### src/rtl/cpc_pkg.sv
package cpc_pkg;
   // number of global (non-slot) counters and their read addresses
   localparam int unsigned NGLOB   = 8;
   localparam int unsigned A_HIT   = 0;
   localparam int unsigned A_MISS  = 1;
   localparam int unsigned A_RDH   = 2;
   localparam int unsigned A_RDM   = 3;
   localparam int unsigned A_WRH   = 4;
   localparam int unsigned A_WRM   = 5;
   localparam int unsigned A_UPD   = 6;
   localparam int unsigned A_CYC   = 7;
   localparam int unsigned INC_W   = 6;   // max per-cycle increment 4+2*16 = 36

   localparam int unsigned BURST_FIRST = 10;
   localparam int unsigned BURST_NEXT  = 2;

   function automatic logic [INC_W-1:0] xfer_cost(input logic [1:0] sel);
      int unsigned words;
      case (sel)
         2'd0:    words = 1;
         2'd1:    words = 2;
         default: words = 4;
      endcase
      return INC_W'(BURST_FIRST + BURST_NEXT * (words - 1));
   endfunction
endpackage

### src/rtl/cpc_sat_counter.sv
module cpc_sat_counter #(
   parameter int unsigned CNT_W = 32,
   parameter int unsigned INC_W = 6
) (
   input  logic             clk,
   input  logic             rst_n,
   input  logic             clr,
   input  logic [INC_W-1:0] inc,
   output logic [CNT_W-1:0] cnt
);
   localparam logic [CNT_W-1:0] MAX = {CNT_W{1'b1}};

   if (CNT_W <= INC_W) begin : g_bad_width
      $error("cpc_sat_counter: CNT_W must exceed INC_W");
   end

   logic [CNT_W:0] sum;
   assign sum = {1'b0, cnt} + (CNT_W+1)'(inc);

   always_ff @(posedge clk or negedge rst_n) begin
      if (!rst_n)           cnt <= '0;
      else if (clr)         cnt <= '0;
      else if (sum[CNT_W])  cnt <= MAX;
      else                  cnt <= sum[CNT_W-1:0];
   end


   clear_zero_chk: assert property (@(posedge clk) disable iff (!rst_n)
      clr |=> cnt == '0);

   sat_hold_chk: assert property (@(posedge clk) disable iff (!rst_n)
      (!clr && cnt == MAX) |=> cnt == MAX);

   no_wrap_chk: assert property (@(posedge clk) disable iff (!rst_n)
      !clr |=> cnt >= $past(cnt));
endmodule

### src/rtl/cpc_event_cost.sv
module cpc_event_cost
   import cpc_pkg::*;
#(
   parameter bit IS_DATA = 1'b1
) (
   input  logic             clk,
   input  logic             rst_n,
   input  logic             ev_rd_hit,
   input  logic             ev_rd_miss,
   input  logic             ev_wr_hit,
   input  logic             ev_wr_miss,
   input  logic             ev_mem_rd,
   input  logic             ev_mem_wr,
   input  logic [1:0]       blk_sel,
   output logic [INC_W-1:0] glob_inc [NGLOB],
   output logic [INC_W-1:0] slot_hit_inc,
   output logic [INC_W-1:0] slot_miss_inc
);
   logic wh, wm, mw;
   logic [INC_W-1:0] cost, acc, xfers;

   if (IS_DATA) begin : g_data
      assign wh = ev_wr_hit;
      assign wm = ev_wr_miss;
      assign mw = ev_mem_wr;
   end else begin : g_instr
      assign wh = 1'b0;
      assign wm = 1'b0;
      assign mw = 1'b0;
   end

   assign cost  = xfer_cost(blk_sel);
   assign acc   = INC_W'(ev_rd_hit) + INC_W'(ev_rd_miss) + INC_W'(wh) + INC_W'(wm);
   assign xfers = INC_W'(ev_mem_rd) + INC_W'(mw);

   always_comb begin
      glob_inc[A_HIT]  = INC_W'(ev_rd_hit) + INC_W'(wh);
      glob_inc[A_MISS] = INC_W'(ev_rd_miss) + INC_W'(wm);
      glob_inc[A_RDH]  = INC_W'(ev_rd_hit);
      glob_inc[A_RDM]  = INC_W'(ev_rd_miss);
      glob_inc[A_WRH]  = INC_W'(wh);
      glob_inc[A_WRM]  = INC_W'(wm);
      glob_inc[A_UPD]  = INC_W'(mw);
      glob_inc[A_CYC]  = acc + INC_W'(xfers * cost);
   end

   assign slot_hit_inc  = glob_inc[A_HIT];
   assign slot_miss_inc = glob_inc[A_MISS];


   burst_cost_chk: assert property (@(posedge clk) disable iff (!rst_n)
      (ev_mem_rd && !mw && !ev_rd_hit && !ev_rd_miss && !wh && !wm)
      |-> (glob_inc[A_CYC] == 6'd10 || glob_inc[A_CYC] == 6'd12 || glob_inc[A_CYC] == 6'd16));

   access_cost_chk: assert property (@(posedge clk) disable iff (!rst_n)
      (!ev_mem_rd && !mw) |-> glob_inc[A_CYC] == glob_inc[A_HIT] + glob_inc[A_MISS]);
endmodule

### src/rtl/cache_perf_counter.sv
module cache_perf_counter
   import cpc_pkg::*;
#(
   parameter int unsigned SLOTS   = 8,
   parameter int unsigned CNT_W   = 32,
   parameter bit          IS_DATA = 1'b1,
   localparam int unsigned SLOT_W = (SLOTS > 1) ? $clog2(SLOTS) : 1,
   localparam int unsigned NREG   = NGLOB + 2 * SLOTS,
   localparam int unsigned AW     = $clog2(NREG),
   localparam int unsigned RSPACE = 1 << AW
) (
   input  logic              clk,
   input  logic              rst_n,
   input  logic              clr,
   input  logic              ev_rd_hit,
   input  logic              ev_rd_miss,
   input  logic              ev_wr_hit,
   input  logic              ev_wr_miss,
   input  logic              ev_mem_rd,
   input  logic              ev_mem_wr,
   input  logic [SLOT_W-1:0] ev_slot,
   input  logic [1:0]        blk_sel,
   input  logic [AW-1:0]     rd_addr,
   output logic [31:0]       rd_data
);
   if (SLOTS < 1 || SLOTS > 256) begin : g_bad_slots
      $error("cache_perf_counter: SLOTS out of range");
   end
   if (CNT_W < 8 || CNT_W > 32) begin : g_bad_cnt
      $error("cache_perf_counter: CNT_W must be 8..32");
   end

   logic [INC_W-1:0] glob_inc [NGLOB];
   logic [INC_W-1:0] slot_hit_inc, slot_miss_inc;
   logic [CNT_W-1:0] cnt_all [RSPACE];

   cpc_event_cost #(.IS_DATA(IS_DATA)) i_cost (
      .clk(clk), .rst_n(rst_n),
      .ev_rd_hit(ev_rd_hit), .ev_rd_miss(ev_rd_miss),
      .ev_wr_hit(ev_wr_hit), .ev_wr_miss(ev_wr_miss),
      .ev_mem_rd(ev_mem_rd), .ev_mem_wr(ev_mem_wr),
      .blk_sel(blk_sel), .glob_inc(glob_inc),
      .slot_hit_inc(slot_hit_inc), .slot_miss_inc(slot_miss_inc)
   );

   for (genvar g = 0; g < NGLOB; g++) begin : g_glob
      cpc_sat_counter #(.CNT_W(CNT_W), .INC_W(INC_W)) i_cnt (
         .clk(clk), .rst_n(rst_n), .clr(clr),
         .inc(glob_inc[g]), .cnt(cnt_all[g])
      );
   end

   for (genvar s = 0; s < SLOTS; s++) begin : g_slot
      logic sel;
      assign sel = (ev_slot == SLOT_W'(s));
      cpc_sat_counter #(.CNT_W(CNT_W), .INC_W(INC_W)) i_hit (
         .clk(clk), .rst_n(rst_n), .clr(clr),
         .inc(sel ? slot_hit_inc : '0), .cnt(cnt_all[NGLOB + 2*s])
      );
      cpc_sat_counter #(.CNT_W(CNT_W), .INC_W(INC_W)) i_miss (
         .clk(clk), .rst_n(rst_n), .clr(clr),
         .inc(sel ? slot_miss_inc : '0), .cnt(cnt_all[NGLOB + 2*s + 1])
      );
   end

   for (genvar u = NREG; u < RSPACE; u++) begin : g_unused
      assign cnt_all[u] = '0;
   end

   always_ff @(posedge clk or negedge rst_n) begin
      if (!rst_n) rd_data <= '0;
      else        rd_data <= 32'(cnt_all[rd_addr]);
   end


   read_latency_chk: assert property (@(posedge clk) disable iff (!rst_n)
      rd_addr == AW'(A_CYC) |=> rd_data == 32'($past(cnt_all[A_CYC])));

   if (!IS_DATA) begin : g_ro_chk

      ro_write_ignored_chk: assert property (@(posedge clk) disable iff (!rst_n)
         cnt_all[A_WRH] == '0 && cnt_all[A_WRM] == '0 && cnt_all[A_UPD] == '0);
   end
endmodule

### config.mk
export PLATFORM = sky130hd
export DESIGN_NAME = cache_perf_counter
export DESIGN_NICKNAME = d
export VERILOG_FILES = /design/src/rtl/cpc_pkg.sv /design/src/rtl/cpc_sat_counter.sv /design/src/rtl/cpc_event_cost.sv /design/src/rtl/cache_perf_counter.sv
export SDC_FILE = /design/constraint.sdc
export NUM_CORES = 2
export LEC_CHECK = 0
export ABC_AREA = 1
export BUFFER_PORTS_ARGS = -buffer_cell sky130_fd_sc_hd__clkbuf_2
export CORE_ASPECT_RATIO = 0.8
export CORE_MARGIN = 1.5
export CORE_UTILIZATION = 45
export DETAILED_ROUTE_END_ITERATION = 12
export PLACE_DENSITY = 0.66
export SLEW_MARGIN = 30
export SYNTH_ARGS = -nofsm -noshare
export SYNTH_HDL_FRONTEND = slang
export SYNTH_SLANG_ARGS = --single-unit
### constraint.sdc
create_clock -name clk -period 2.6 [get_ports clk]
set_input_delay 0.26 -clock clk [delete_from_list [all_inputs] [get_ports clk]]
set_output_delay 0.26 -clock clk [all_outputs]
set_load 0.005 [all_outputs]
# [Word level (Yosys, flattened, before mapping)]
# Cells that the tools add are included.
[totals] regBits=800 in_bits=19 wordCells=139 out_inout_bits=32
[classes] n_mux=68 n_lt_le_gt_ge=1 mul=1 n_addsub=33 bitwise=1 n_reduce_logical=2 eq_ne=8
[ops] cell="32-bit 2-to-1 mux" count=50
[ops] cell="32-bit by 6-bit adder with 33-bit output" count=17
[ops] cell="32-bit by 1-bit adder with 33-bit output" count=5
[ops] cell="32-bit binary-select mux with 5-bit select" count=1
[ops] cell="6-bit 2-to-1 mux" count=16
[ops] cell="32-bit by 2-bit adder with 33-bit output" count=2
[ops] cell="6-bit by 1-bit adder with 6-bit output" count=2
[ops] cell="3-bit == test (second input constant)" count=4
[ops] cell="1-bit by 1-bit adder with 2-bit output" count=4
[ops] cell="4-bit by 6-bit adder with 6-bit output (first input constant)" count=1
[ops] cell="6-bit adder" count=1
[ops] cell="3-bit by 2-bit == test with 1-bit output (second input constant)" count=2
[ops] cell="6-bit greater-or-equal comparator (second input constant)" count=1
[ops] cell="6-bit by 6-bit multiplier with 6-bit output" count=1
[ops] cell="5-bit inverter with 6-bit output" count=1
[ops] cell="3-bit case mux with 2 select lines" count=1
[ops] cell="3-bit by 1-bit subtractor with 4-bit output (second input constant)" count=1
[ops] cell="3-bit by 1-bit == test with 1-bit output (second input constant)" count=1
[ops] cell="3-bit zero test" count=1
[ops] cell="2-bit by 1-bit == test with 1-bit output (second input constant)" count=1
[ops] cell="2-bit zero test" count=1

# [Longest topological paths before layout]
[depth] word_depth=9 ltp_mapped=22 ltp_nobuf=22

# [Cells and area by module]
# A second synthesis with hierarchy kept.
[unflattened] cells_unflattened=10694 area_unflattened_um2=68226.7
[by_module_without_submodules] mod="cpc_sat_counter (g_glob[0].i_cnt ...)" area_each_um2=2394.8 seq_area_each_um2=800.8 cells_each=349 instances=17
[by_module_without_submodules] mod="cache_perf_counter" area_each_um2=10324.9 seq_area_each_um2=800.8 cells_each=2247 instances=1
[by_module_without_submodules] mod="cpc_sat_counter (g_slot[6].i_hit ...)" area_each_um2=2344.7 seq_area_each_um2=800.8 cells_each=340 instances=4
[by_module_without_submodules] mod="cpc_sat_counter (g_glob[2].i_cnt ...)" area_each_um2=2342.2 seq_area_each_um2=800.8 cells_each=346 instances=2
[by_module_without_submodules] mod="cpc_sat_counter (g_glob[1].i_cnt)" area_each_um2=2344.7 seq_area_each_um2=800.8 cells_each=350 instances=1
[by_module_without_submodules] mod="cpc_event_cost" area_each_um2=782.0 seq_area_each_um2=0.0 cells_each=112 instances=1

# [Least setup slack after synthesis]
# Ideal clock, no wire load.
[synth_timing] path_type="input to register" startpoint="input port ev_mem_rd" endpoint="register g_glob[7].i_cnt.cnt[15]" setup_ns=0.114 required_time_ns=2.486 n_path_buf=1 arrival_time_ns=3.197 setup_slack_ns=-0.711 cell_stages=20 cell_sequence="ha_1 > inv_1 > nor3_1 > ha_1 > ha_1 > a31oi_1 > nor2_1 > o21ai_0 > nand2_1 > xor2_1 > ha_1 > a21oi_1 > inv_1 > nand2_1 > nand2_1 > nand4_1 > buf_2 > nand3_1 > nand2_1 > inv_1"
[synth_via] elab_chain_len=6
[synth_rtl] item="start: declaration" line="cache_perf_counter.sv:19" text="input logic ev_mem_rd,"
[synth_rtl] item="1-bit by 1-bit adder with 2-bit output" line="cpc_event_cost.sv:34" text="assign xfers = INC_W'(ev_mem_rd) + INC_W'(mw);"
[synth_rtl] item="6-bit by 6-bit multiplier with 6-bit output" line="cpc_event_cost.sv:44" text="glob_inc[A_CYC] = acc + INC_W'(xfers * cost);"
[synth_rtl] item="6-bit adder" line="cpc_event_cost.sv:44"
[synth_rtl] item="32-bit by 6-bit adder with 33-bit output" line="cpc_sat_counter.sv:18" text="assign sum = {1'b0, cnt} + (CNT_W+1)'(inc);"
[synth_rtl] item="32-bit 2-to-1 mux" line="cpc_sat_counter.sv:23" text="else if (sum[CNT_W]) cnt <= MAX;"
[synth_rtl] item="32-bit 2-to-1 mux" line="cpc_sat_counter.sv:22" text="else if (clr) cnt <= '0;"
[synth_rtl] item="end signal: assignment" line="cpc_sat_counter.sv:24" text="else cnt <= sum[CNT_W-1:0];"
[synth_rtl] item="end: declaration" line="cpc_sat_counter.sv:9" text="output logic [CNT_W-1:0] cnt"
# No other way between the ends.

# [Final worst setup path]
[layout_timing] startpoint="input port ev_mem_wr" endpoint="register g_glob[7].i_cnt.cnt[20]"
[layout_via] elab_chain_len=6
[layout_rtl] item="start: declaration" line="cache_perf_counter.sv:20" text="input logic ev_mem_wr,"
[layout_rtl] item="1-bit by 1-bit adder with 2-bit output" line="cpc_event_cost.sv:34"
[layout_rtl] item="6-bit by 6-bit multiplier with 6-bit output" line="cpc_event_cost.sv:44"
[layout_rtl] item="6-bit adder" line="cpc_event_cost.sv:44"
[layout_rtl] item="32-bit by 6-bit adder with 33-bit output" line="cpc_sat_counter.sv:18"
[layout_rtl] item="32-bit 2-to-1 mux" line="cpc_sat_counter.sv:23"
[layout_rtl] item="32-bit 2-to-1 mux" line="cpc_sat_counter.sv:22"
# No other way between the ends.

==> results.json <==
{
  "syn_avg_cell_area_um2": 6.44,
  "drtPass1Iterations": 6,
  "crit_chain": "buf_8 > ha_4 > inv_4 > nor3_1 > ha_1 > ha_4 > buf_6 > a21oi_2 > nor2_1 > nor2_2 > xnor2_2 > ha_1 > nand2_2 > nor2_2 > nand3_2 > nand2_4 > nand4_4 > buf_4 > nand2_1 > o21ai_1 > inv_1",
  "n_fill_cell": 12800,
  "layout_setup_ws_ns": -0.0597,
  "seq_area_mm2": 0.0200,
  "clkLatencyLatePin_ns": 0.72,
  "start_util_pct": 45.6,
  "finClkSkew_ns": 0.0226,
  "slowest_delay_ns": 0.36,
  "combPwrFrac_pct": 10.5,
  "finalHoldViolCount": 0,
  "vias": 61000,
  "worstHoldStart": "ev_rd_miss",
  "drive_gt1_share_pct": 10.3,
  "cts.htree.levels": 3,
  "dp_hpwl_um": 176000,
  "ys.flop_type": "dfrtp_1",
  "wl_um": 226000,
  "grt_overflow": 0,
  "ys.warnings.count": 0,
  "path_max_fanout": 8,
  "grt_pass1_wl_um": 344000,
  "io_buffers": 50,
  "fin_util_pct": 52.9,
  "p_sw_uw": 8090,
  "p_per_area_mw_per_mm2": 449,
  "cp-start-kind": "input pin",
  "synth-seq-cells": 800,
  "hold_class": "in -> reg",
  "antenna_found_initial": 2,
  "pwr-share-seq_pct": 42.5,
  "slew_violations": 0,
  "grt_use_total_pct": 34.5,
  "outcome": "complete, but fails checks",
  "rows": 116,
  "die_y_um": 322,
  "die_area_mm2": 0.130,
  "end_kind": "flop",
  "root_buffer": "clkbuf_16",
  "ios": 51,
  "internal_power_uw": 21800,
  "multi_input_area_mm2": 0.0311,
  "sw_frac_of_total_pct": 27.1,
  "avgViaCountPerCell": 5.54,
  "setup-violations-final": 12,
  "crit_required_ns": 3.26,
  "fmax_mhz": 376,
  "worst_path_max_delay_cell": "ha_1",
  "synth.distinct_cells": 50,
  "slew_headroom_pct": 33.1,
  "whs_ns": 0.0690,
  "tns_ns": -0.526,
  "p_leak_uw": 0.0309,
  "remaining_drc_errors": 0,
  "path_delay_family": "simple AND/OR/NAND/NOR gates",
  "p_total_uw": 29900,
  "seq_area_frac_synth_pct": 34.9,
  "min_period_over_period_pct": 102,
  "gp_congestion": 1.01,
  "final_cell_mix": "2427 x nand2_1, 1331 x inv_1, 964 x nand3_1",
  "design.final.nets": 9402,
  "cts_buffers": 92,
  "cp-startpoint": "ev_mem_wr",
  "power_frac_clock_pct": 47.0,
  "grt_pass1_vias": 55600,
  "grt_start_max_net_pins": 143,
  "synthToLayoutAreaGrowth_pct": 16.1,
  "place_inst": 10800,
  "die_x_um": 402,
  "period_minus_slack_ns": 2.66,
  "path_clk_slew_ns": 0.06,
  "path_class": "in -> reg",
  "final_common_cell": "nand2_1",
  "r2r-start": "g_glob[1].i_cnt.cnt[0]",
  "path_buf_inv": 5,
  "rsz0062_at_grt": "yes",
  "ant_nets": 0,
  "cts_tree": "yes",
  "violations": "negative setup slack",
  "clock_sink_count": 800,
  "vdd_ir_drop_max_uv": 638,
  "worst_pin_slew_ns": 0.993,
  "cts_buffer_depth": 3,
  "synth-async-reset-ratio_pct": 100,
  "syn_nets": 9008,
  "fp.coreArea_mm2": 0.126,
  "avgRoutedWirePerCell_um": 20.5,
  "final_cells": 11000,
  "arrival_ns": 3.32,
  "synth-edff-count": 0,
  "dr.first_iter.drc_count": 7309,
  "synth.cell_area_mm2": 0.0574,
  "synthCells": 8905,
  "drv_cap": 0
}
-- power groups by stage --
| stage | logic, uW | clock network [uW] | registers (uW) |
|---|---|---|---|
| finish | 3150 | 14100 | 12700 |
| global route | 3380 | 14700 | 12700 |
| CTS | 3010 | 14300 | 12700 |
| detailed placement | 2990 | 0 | 12900 |
| global placement | 2970 | 0 | 12900 |
| floorplan | 1350 | 0 | 12900 |
-- registers in the layout, indices dropped and copies added, names as in the netlist --
signal	count
g_slot.i_hit.cnt	256
rd_data	32
g_slot.i_miss.cnt	256
g_glob.i_cnt.cnt	256
-- synth_stat cells (20+ instances only) --
cell type / instances / area share (%)
nand3b_1: 78 / 1.0
fa_1: 20 / 0.70
o21ai_0: 449 / 3.9
xor2_1: 187 / 2.9
inv_1: 1338 / 8.8
nand3_1: 972 / 8.5
a31oi_1: 77 / 0.84
clkbuf_1: 140 / 0.92
o211ai_1: 73 / 0.96
nand4_1: 101 / 1.1
or2_2: 22 / 0.24
nor3_1: 333 / 2.9
xnor2_1: 45 / 0.69
nand2_1: 2444 / 16
dfrtp_1: 800 / 35
a21oi_1: 572 / 5.0
nor2_1: 877 / 5.7
ha_1: 64 / 1.4
buf_2: 126 / 1.1
buf_1: 32 / 0.21
nor2_2: 20 / 0.22
-- routing by layer --
layer	GRT usage [%]	share of wire (%)	routed length, um
met1	54.0	48	108000
met2	45.9	38	86900
met3	9.39	12	26600
met4	7.90	2.3	5230
met5	0	0.0057	13
-- cell families (layout without fill, tap and decap cells) --
kind of cell               Yosys count  in the layout  share of synthesized area (%)
and+or+nand+nor                   4921           4921                           36.9
xor gates and xnor gates           232            232                           3.54
adders and majority gates           84             84                           2.09
DFF                                800            800                           34.9
other                                0              1                              0
AOI/OAI and AO/OA                 1198           1198                           11.1
buffers and inverters             1670           2132                           11.4
-- stage by stage --
step           cell area (um2)  worst slack [ns]
3_5_place_dp             63100            -0.824
2_1_floorplan            57500            -0.309
3_3_place_gp             63100            -0.764
4_1_cts                  66400           -0.0162
5_1_grt                  66600            -0.164
6_report                 66600           -0.0597
-- layout make-up --
type | instances | share of cell area, %
inverters | 1352 | 7.65
clock buffers | 134 | 4.18
clock inverters | 28 | 0.575
multi-input cells | 6435 | 46.6
well taps | 1652 | 3.10
diodes | 1 | 0.00376
flip-flops and latches | 800 | 30.1
repair buffers | 618 | 7.79
-- worst min-delay path: stages --
cell	delay [ns]
clkbuf_2	0.13
buf_4	0.12
ha_1	0.12
nor2_1	0.04
nor2_1	0.08
-- worst paths after layout --
| check | end | slack, ns | cells past startpoint |
|---|---|---|---|
| max | g_glob[7].i_cnt.cnt[20] | -0.06 | 21 |
| min | g_glob[3].i_cnt.cnt[0] | 0.07 | 5 |
| max reg2reg | g_glob[1].i_cnt.cnt[11] | 0.20 | 11 |
| min reg2reg | g_slot[0].i_miss.cnt[17] | 0.55 | 3 |
| max in group asynchronous | g_slot[5].i_miss.cnt[4] | 1.46 | 4 |
| min in group asynchronous | g_glob[4].i_cnt.cnt[27] | 0.14 | 2 |
-- repair_timing --
item                                    4_1_cts  5_1_grt
hold endpoints to repair                    127        0
buffers inserted                              2        7
resized for setup                             4       53
hold buffers                                  3        0
pin swaps                                     4       19
endpoints found under the setup margin       12       39
No activity file was read; power rests on OpenSTA's default activity.
